### src/rtl/cfg_space_pkg.sv
package cfg_space_pkg;

    localparam int unsigned DW = 32;
    localparam int unsigned OFFW = 6;
    localparam int unsigned NBAR = 4;

    localparam logic [OFFW-1:0] OFF_ID = 6'd0;
    localparam logic [OFFW-1:0] OFF_CMD = 6'd1;
    localparam logic [OFFW-1:0] OFF_CLASS = 6'd2;
    localparam logic [OFFW-1:0] OFF_MISC = 6'd3;
    localparam logic [OFFW-1:0] OFF_BAR0 = 6'd4;

    typedef struct packed {
        logic [DW-1:0] base;
    } bar_state_t;

    typedef struct packed {
        logic mem_en;
        logic mst_en;
        logic [7:0] cls;
        logic [7:0] lat;
    } ctrl_state_t;

    typedef struct packed {
        logic [DW-1:0] rdata;
        logic rvalid;
    } rd_state_t;

    function automatic logic [DW-1:0] lane_mask(input logic [3:0] be);
        return {{8{be[3]}}, {8{be[2]}}, {8{be[1]}}, {8{be[0]}}};
    endfunction

endpackage

### src/rtl/cfg_bar.sv
module cfg_bar
    import cfg_space_pkg::*;
#(
    parameter int unsigned SZ_LOG2 = 19
) (
    input  logic          clk,
    input  logic          rst_n,
    input  logic          wr_hit,
    input  logic [3:0]    be,
    input  logic [DW-1:0] wdata,
    output logic [DW-1:0] base
);
    localparam logic [DW-1:0] ADDR_MASK = ~((32'd1 << SZ_LOG2) - 32'd1);

    bar_state_t st_d, st_q;
    logic [DW-1:0] wmask;

    always_comb begin
        st_d  = st_q;
        wmask = lane_mask(be) & ADDR_MASK;
        if (wr_hit) begin
            st_d.base = (st_q.base & ~wmask) | (wdata & wmask);
        end
    end

    always_ff @(posedge clk or negedge rst_n) begin
        if (!rst_n) st_q <= '0;
        else        st_q <= st_d;
    end

    assign base = st_q.base;

    a_r8_bar_hold: assert property (@(posedge clk) disable iff (!rst_n)
        !$past(wr_hit) |-> $stable(st_q.base));
    a_r8_top_lane: assert property (@(posedge clk) disable iff (!rst_n)
        (wr_hit && !be[3]) |=> st_q.base[31:24] == $past(st_q.base[31:24]));

endmodule

### src/rtl/cfg_ctrl_regs.sv
module cfg_ctrl_regs
    import cfg_space_pkg::*;
(
    input  logic            clk,
    input  logic            rst_n,
    input  logic            wr_en,
    input  logic [OFFW-1:0] dw_off,
    input  logic [1:0]      be,
    input  logic [15:0]     wdata,
    output logic            mem_en,
    output logic            mst_en,
    output logic [7:0]      cls,
    output logic [7:0]      lat
);
    localparam logic [7:0] CLS_LEGAL = 8'd8;

    ctrl_state_t st_d, st_q;

    always_comb begin
        st_d = st_q;
        if (wr_en && dw_off == OFF_CMD && be[0]) begin
            st_d.mem_en = wdata[1];
            st_d.mst_en = wdata[2];
        end
        if (wr_en && dw_off == OFF_MISC) begin
            if (be[0]) st_d.cls = (wdata[7:0] == CLS_LEGAL) ? CLS_LEGAL : 8'd0;
            if (be[1]) st_d.lat = wdata[15:8];
        end
    end

    always_ff @(posedge clk or negedge rst_n) begin
        if (!rst_n) st_q <= '0;
        else        st_q <= st_d;
    end

    assign mem_en = st_q.mem_en;
    assign mst_en = st_q.mst_en;
    assign cls    = st_q.cls;
    assign lat    = st_q.lat;

    a_r4_cls_legal: assert property (@(posedge clk) disable iff (!rst_n)
        (st_q.cls == 8'd0) || (st_q.cls == CLS_LEGAL));
    a_r3_cmd_hold: assert property (@(posedge clk) disable iff (!rst_n)
        !$past(wr_en) |-> ($stable(st_q.mem_en) && $stable(st_q.mst_en)));

endmodule

### src/rtl/cfg_space.sv
module cfg_space
    import cfg_space_pkg::*;
#(
    parameter logic [15:0] VENDOR_ID = 16'h1A2B,
    parameter logic [15:0] DEVICE_ID = 16'h3C4D,
    parameter logic [7:0]  REV_ID = 8'h01,
    parameter logic [23:0] CLASS_CODE = 24'h0B4000,
    parameter int unsigned CTL_SZ_LOG2 = 25,
    parameter int unsigned WIN0_SZ_LOG2 = 19,
    parameter int unsigned WIN1_SZ_LOG2 = 24,
    parameter int unsigned WIN2_SZ_LOG2 = 28
) (
    input  logic          clk,
    input  logic          rst_n,
    input  logic          dev_sel,
    input  logic          cfg_wr,
    input  logic          cfg_rd,
    input  logic [5:0]    cfg_dw_off,
    input  logic [3:0]    cfg_be,
    input  logic [31:0]   cfg_wdata,
    output logic [31:0]   cfg_rdata,
    output logic          cfg_rvalid,
    output logic          mem_space_en,
    output logic          bus_master_en,
    output logic [31:0]   ctl_win_base,
    output logic [95:0]   mem_win_base
);
    localparam int unsigned BAR_LOG2 [NBAR] = '{CTL_SZ_LOG2, WIN0_SZ_LOG2, WIN1_SZ_LOG2, WIN2_SZ_LOG2};

    logic          wr_ok;
    logic [DW-1:0] bar_q [NBAR];
    logic [7:0]    cls, lat;
    logic          mem_en, mst_en;
    logic [DW-1:0] mux;
    rd_state_t     rd_d, rd_q;

    assign wr_ok = cfg_wr && dev_sel;

    cfg_ctrl_regs u_ctrl (
        .clk    (clk),
        .rst_n  (rst_n),
        .wr_en  (wr_ok),
        .dw_off (cfg_dw_off),
        .be     (cfg_be[1:0]),
        .wdata  (cfg_wdata[15:0]),
        .mem_en (mem_en),
        .mst_en (mst_en),
        .cls    (cls),
        .lat    (lat)
    );

    for (genvar g = 0; g < NBAR; g++) begin : g_bar
        cfg_bar #(.SZ_LOG2(BAR_LOG2[g])) u_bar (
            .clk    (clk),
            .rst_n  (rst_n),
            .wr_hit (wr_ok && cfg_dw_off == OFF_BAR0 + OFFW'(g)),
            .be     (cfg_be),
            .wdata  (cfg_wdata),
            .base   (bar_q[g])
        );
        if (g > 0) begin : g_out
            assign mem_win_base[32*(g-1) +: 32] = bar_q[g];
        end
    end

    assign ctl_win_base = bar_q[0];

    // Read-back multiplexer: identity, command, class, misc and BARs.
    always_comb begin
        mux = '0;
        case (cfg_dw_off)
            OFF_ID:    mux = {DEVICE_ID, VENDOR_ID};
            OFF_CMD:   mux = {16'h0000, 13'd0, mst_en, mem_en, 1'b0};
            OFF_CLASS: mux = {CLASS_CODE, REV_ID};
            OFF_MISC:  mux = {16'h0000, lat, cls};
            6'd4:      mux = bar_q[0];
            6'd5:      mux = bar_q[1];
            6'd6:      mux = bar_q[2];
            6'd7:      mux = bar_q[3];
            default:   mux = '0;
        endcase
    end

    always_comb begin
        rd_d        = rd_q;
        rd_d.rvalid = cfg_rd;
        if (cfg_rd) rd_d.rdata = dev_sel ? mux : '1;
    end

    always_ff @(posedge clk or negedge rst_n) begin
        if (!rst_n) rd_q <= '0;
        else        rd_q <= rd_d;
    end

    assign cfg_rdata     = rd_q.rdata;
    assign cfg_rvalid    = rd_q.rvalid;
    assign mem_space_en  = mem_en;
    assign bus_master_en = mst_en;

    a_r9_valid_after_rd: assert property (@(posedge clk) disable iff (!rst_n)
        cfg_rvalid |-> $past(cfg_rd));
    a_r2_deselect_ones: assert property (@(posedge clk) disable iff (!rst_n)
        (cfg_rvalid && !$past(dev_sel)) |-> cfg_rdata == 32'hFFFF_FFFF);
    a_r1_id_read: assert property (@(posedge clk) disable iff (!rst_n)
        (cfg_rvalid && $past(dev_sel) && $past(cfg_dw_off) == OFF_ID)
        |-> cfg_rdata == {DEVICE_ID, VENDOR_ID});
    a_r2_desel_no_bar_change: assert property (@(posedge clk) disable iff (!rst_n)
        $past(!dev_sel) |-> ($stable(ctl_win_base) && $stable(mem_win_base)));

endmodule

### config.mk
export PLATFORM = sky130hd
export DESIGN_NAME = cfg_space
export DESIGN_NICKNAME = d
export VERILOG_FILES = /design/src/rtl/cfg_space_pkg.sv /design/src/rtl/cfg_bar.sv /design/src/rtl/cfg_ctrl_regs.sv /design/src/rtl/cfg_space.sv
export SDC_FILE = /design/constraint.sdc
export NUM_CORES = 1
export LEC_CHECK = 0
export ABC_AREA = 1
export BUFFER_PORTS_ARGS = -buffer_cell sky130_fd_sc_hd__buf_4
export CAP_MARGIN = 20
export CELL_PAD_IN_SITES_DETAIL_PLACEMENT = 0
export CELL_PAD_IN_SITES_GLOBAL_PLACEMENT = 2
export CORE_MARGIN = 10
export CORE_UTILIZATION = 23
export CTS_CLUSTER_SIZE = 16
export DETAILED_ROUTE_END_ITERATION = 10
export PLACE_DENSITY = 0.75
export SLEW_MARGIN = 30
export SYNTH_ARGS = -nofsm -noshare
export SYNTH_HDL_FRONTEND = slang
export SYNTH_SLANG_ARGS = --single-unit
### constraint.sdc
create_clock -name clk -period 0.8 [get_ports clk]
set_input_delay 0.08 -clock clk [delete_from_list [all_inputs] [get_ports clk]]
set_output_delay 0.08 -clock clk [all_outputs]
set_load 0.005 [all_outputs]
[Word-level counts from Yosys, hierarchy flattened]
Index checks and enable logic that the tools add are counted.
Operators by class
  reduce and logical (&&, ||, !) cells: 11
  multiplexer cells: 3
  bitwise logic cells: 16
  eq/ne operators: 8
Operators by type and width (number)
  AND 32 bit: 8
  one-hot mux 32 bit (8 select lines): 1
  inverter 32 bit: 4
  bitwise OR 32 bit: 4
  two-way mux 32 bit: 1
  equality test 6 x 3 -> 1 bit, second input constant: 4
  equality test 6 x 2 -> 1 bit, second input constant: 2
  equality test 8 x 4 -> 1 bit, second input constant: 1
  logical AND 1 bit: 8
  equality test 6 x 1 -> 1 bit, second input constant: 1
  zero test 6 bit: 1
  two-way mux 4 bit: 1
  AND reduction 2 bit: 2
Word-level totals
  flip-flop bits (word level): 179
  input port bits: 47

[Depth between registers and ports, before layout]
  depth in word-level cells: 3
  depth in mapped cells: 9

[Hierarchy]
A second synthesis with hierarchy kept.
Second synthesis, totals
  cells, all modules: 791
  area total of the unflattened synthesis: 5474.0 um^2
By module, submodules not included
  cfg_space: cells an instance 477, area an instance 2839.0 um^2, instances 1, sequential area each 825.8 um^2
  cfg_bar at g_bar[1].u_bar: cells an instance 76, area an instance 660.6 um^2, instances 1, sequential area each 325.3 um^2
  cfg_ctrl_regs: cells an instance 75, area an instance 596.8 um^2, instances 1, sequential area each 275.3 um^2
  cfg_bar at g_bar[2].u_bar: cells an instance 60, area an instance 526.8 um^2, instances 1, sequential area each 200.2 um^2
  cfg_bar at g_bar[0].u_bar: cells an instance 57, area an instance 480.5 um^2, instances 1, sequential area each 175.2 um^2
  cfg_bar at g_bar[3].u_bar: cells an instance 46, area an instance 370.4 um^2, instances 1, sequential area each 100.1 um^2

[Worst setup path after synthesis]
Ideal clock, no wire load.
  path kind: in2reg
  from: input port cfg_dw_off[2]
  to: register (tool-made name)
  stages on the path: 8
  setup slack: -0.210 ns
  buffers on the path: 1
  arrival: 0.889 ns
  library setup time: 0.121 ns
  data required time: 0.679 ns
  cells stage by stage: inv_1 -> nor2_4 -> nand2_4 -> nor2_4 -> nand2_4 -> buf_6 -> nand2_2 -> o21ai_2
RTL lines
  from (decl): line cfg_space.sv:18  | input logic [5:0] cfg_dw_off,

==> run summary <==
CTS buffer count: 9
Min-Delay Path Class: primary input to flip-flop
Cell area after synthesis: 4180 um^2
TritonCTS clock tree: built
Worst-Skew Late Latency: 0.34 ns
Layout cells sized above 1: 53.5%
Antenna violations before repair: 0
Max layer used: met4
Pwr/cell area: 1500 nW/um^2
# IOs: 210
Final Critical Period: 1.07 ns
Post-route DRC: 0
DRT antenna net count: 0
Fmax: 931 MHz
Vias per cell: 3.93
Outcome: finished with violations
Fraction of registers with async set/reset: 100%
Crit-path cells: buf_6, buf_6
Final nets: 780
Clk Tree Root Cell: clkbuf_16
RePlAce Congestion: 0.793
I/O Buffers: 110
Global-route wire length before repair: 21,900 um
DR WL met2: 7310 um
Area Overhead vs Synth: 75.3%
Util after Layout: 40.9%
Setup TNS: -15.64 ns
EDFF count, synth: 0
Area after DPL: 5440 um^2
Failing checks: negative setup slack
VDD IR max: 0.911 mV
Largest net degree at the start of global routing: 39
CP Class: flip-flop to output pin
CP Max Fanout: 2
Cells after Synth: 488
Yosys warns: 0
Htree depth: 3
Post-Layout Inst Area: 7330 um^2
Max-cap violation count: 0
Wire length per cell: 15.3 um
Inserted Diodes: 0
Final Hold Fails: 0
Vias: 3,796
RSZ-0062 raised after global routing: true
Max incr delay on CP: 0.41 ns
Detailed-routing wirelength on met1: 6240 um
Clock skew: 0.00437 ns
Core Region: 17,900 um^2
Commonest non-fill, non-tap cell in the layout: buf_6
Chip height: 155 um
Detailed Route WL: 14,800 um
TritonRoute pass-1 iters: 4
Final period utilization: 134%
P_leak: 3.74 nW
CTS clk-pin slew, worst paths: 0.06 ns
Vias in the first global route: 4,126
Worst EP arrival: 0.99 ns
Critical path's slowest cell: dfrtp_1
Total clock sinks: 71
Total Routing Usage GR: 11.6%
Full die area: 24,000 um^2
Fin. max-slew vios: 0
Dominant synthesized flop cell: dfrtp_1
Hpwl dp: 10,900 um
Critical Path RT: 0.72 ns
CP dominant cell by count: buf_6
Met3 WL: 1060 um
Die width: 155 um
Final setup fails: 106
Syn avg cell area: 8.56 um^2
Kind of end point of the critical path: output pin
Yosys reg bits: 71
Post-synthesis sequential area ratio: 42.5%
Initial Util: 23.3%
Most frequent cells in the layout: buf_6 (129), conb_1 (96), buf_4 (94), nand2_1 (76), dfrtp_1 (69)
Iteration-0 DRC Markers: 193
Fin worst setup slack: -0.275 ns
Grt ovf: 0
Clk buf depth: 2
Cell variety after synth: 28
Row count: 49
Crit start category: flip-flop
cell families (layout without fill, tap and decap cells):
family | count (synthesis) | in the layout | share of synthesized area [%]
AOI/OAI and AO/OA | 62 | 62 | 10.4
buffers and inverters | 161 | 312 | 24.6
DFF | 71 | 71 | 42.5
other | 1 | 96 | 0.0897
and+or+nand+nor | 193 | 197 | 22.5
per-stage QoR:
stage / power, W / hold WS, ns / setup WS [ns] / std cells
floorplan: 0.00499 / -0.216 / -0.210 / 583
global placement: 0.00563 / 0.0654 / -0.459 / 876
detailed placement: 0.00565 / 0.0700 / -0.453 / 876
CTS: 0.0110 / -0.00132 / -0.280 / 959
global route: 0.0115 / 0.00883 / -0.304 / 967
finish: 0.0110 / 0.00132 / -0.275 / 967
synth_stat cells, types with 5 or more instances:
cell | instances | area, um^2
dfrtp_1 | 71 | 1780
nand2_1 | 115 | 432
nor2_4 | 5 | 56.3
o21ai_2 | 31 | 272
o21ai_0 | 22 | 110
nand2_2 | 7 | 43.8
buf_4 | 103 | 773
nor2_1 | 13 | 48.8
a21oi_1 | 6 | 30.0
inv_1 | 46 | 173
nand3_1 | 34 | 170
worst paths after layout:
kind | startpoint | to | slack (ns) | cells after the start
worst max-delay path | flip-flop | mem_win_base[92] | -0.27 | 2
worst min-delay path | cfg_wdata[20] | flip-flop | 0.001 | 3
worst max register to register | flip-flop | cfg_rdata[29] | -0.23 | 7
worst min register to register | cfg_rdata[0] | cfg_rdata[0] | 0.51 | 1
max in group asynchronous | rst_n | asynchronous set/reset pin | 0.32 | 3
min in group asynchronous | rst_n | cfg_rdata[15] | 0.25 | 3
final cells by class:
type,count,area (um^2)
clock buffer,9,225
sequential,71,1780
inverter,47,184
tap,229,287
fill,1771,10600
clock inverter,7,120
multi-input combinational,355,2200
timing repair buffer,249,2530
where the power goes:
group          switching [W]  total, W  internal [W]
sequential          0.000210   0.00404       0.00383
clock                0.00160   0.00465       0.00305
combinational       0.000999   0.00227       0.00127
worst max-delay path: cells and delay by family (launching register included):
kind,cells,cell delay [ns]
flops,1,0.41
buf+inv,2,0.25
what timing repair did:
action	in CTS	in global routing
cloned	3	2
hold buffers	15	0
buffers inserted	49	14
resized for setup	154	100
pin swaps	25	42
setup endpoints to repair	119	131
hold endpoints to repair	86	0
routing by layer:
layer  vias up  GRT usage (%)
met5         -              0
met4         0           3.64
met3        14           4.55
met2       132           19.1
met1      1795           13.5
li1       1855              -
(Power assumes the default switching activity.)
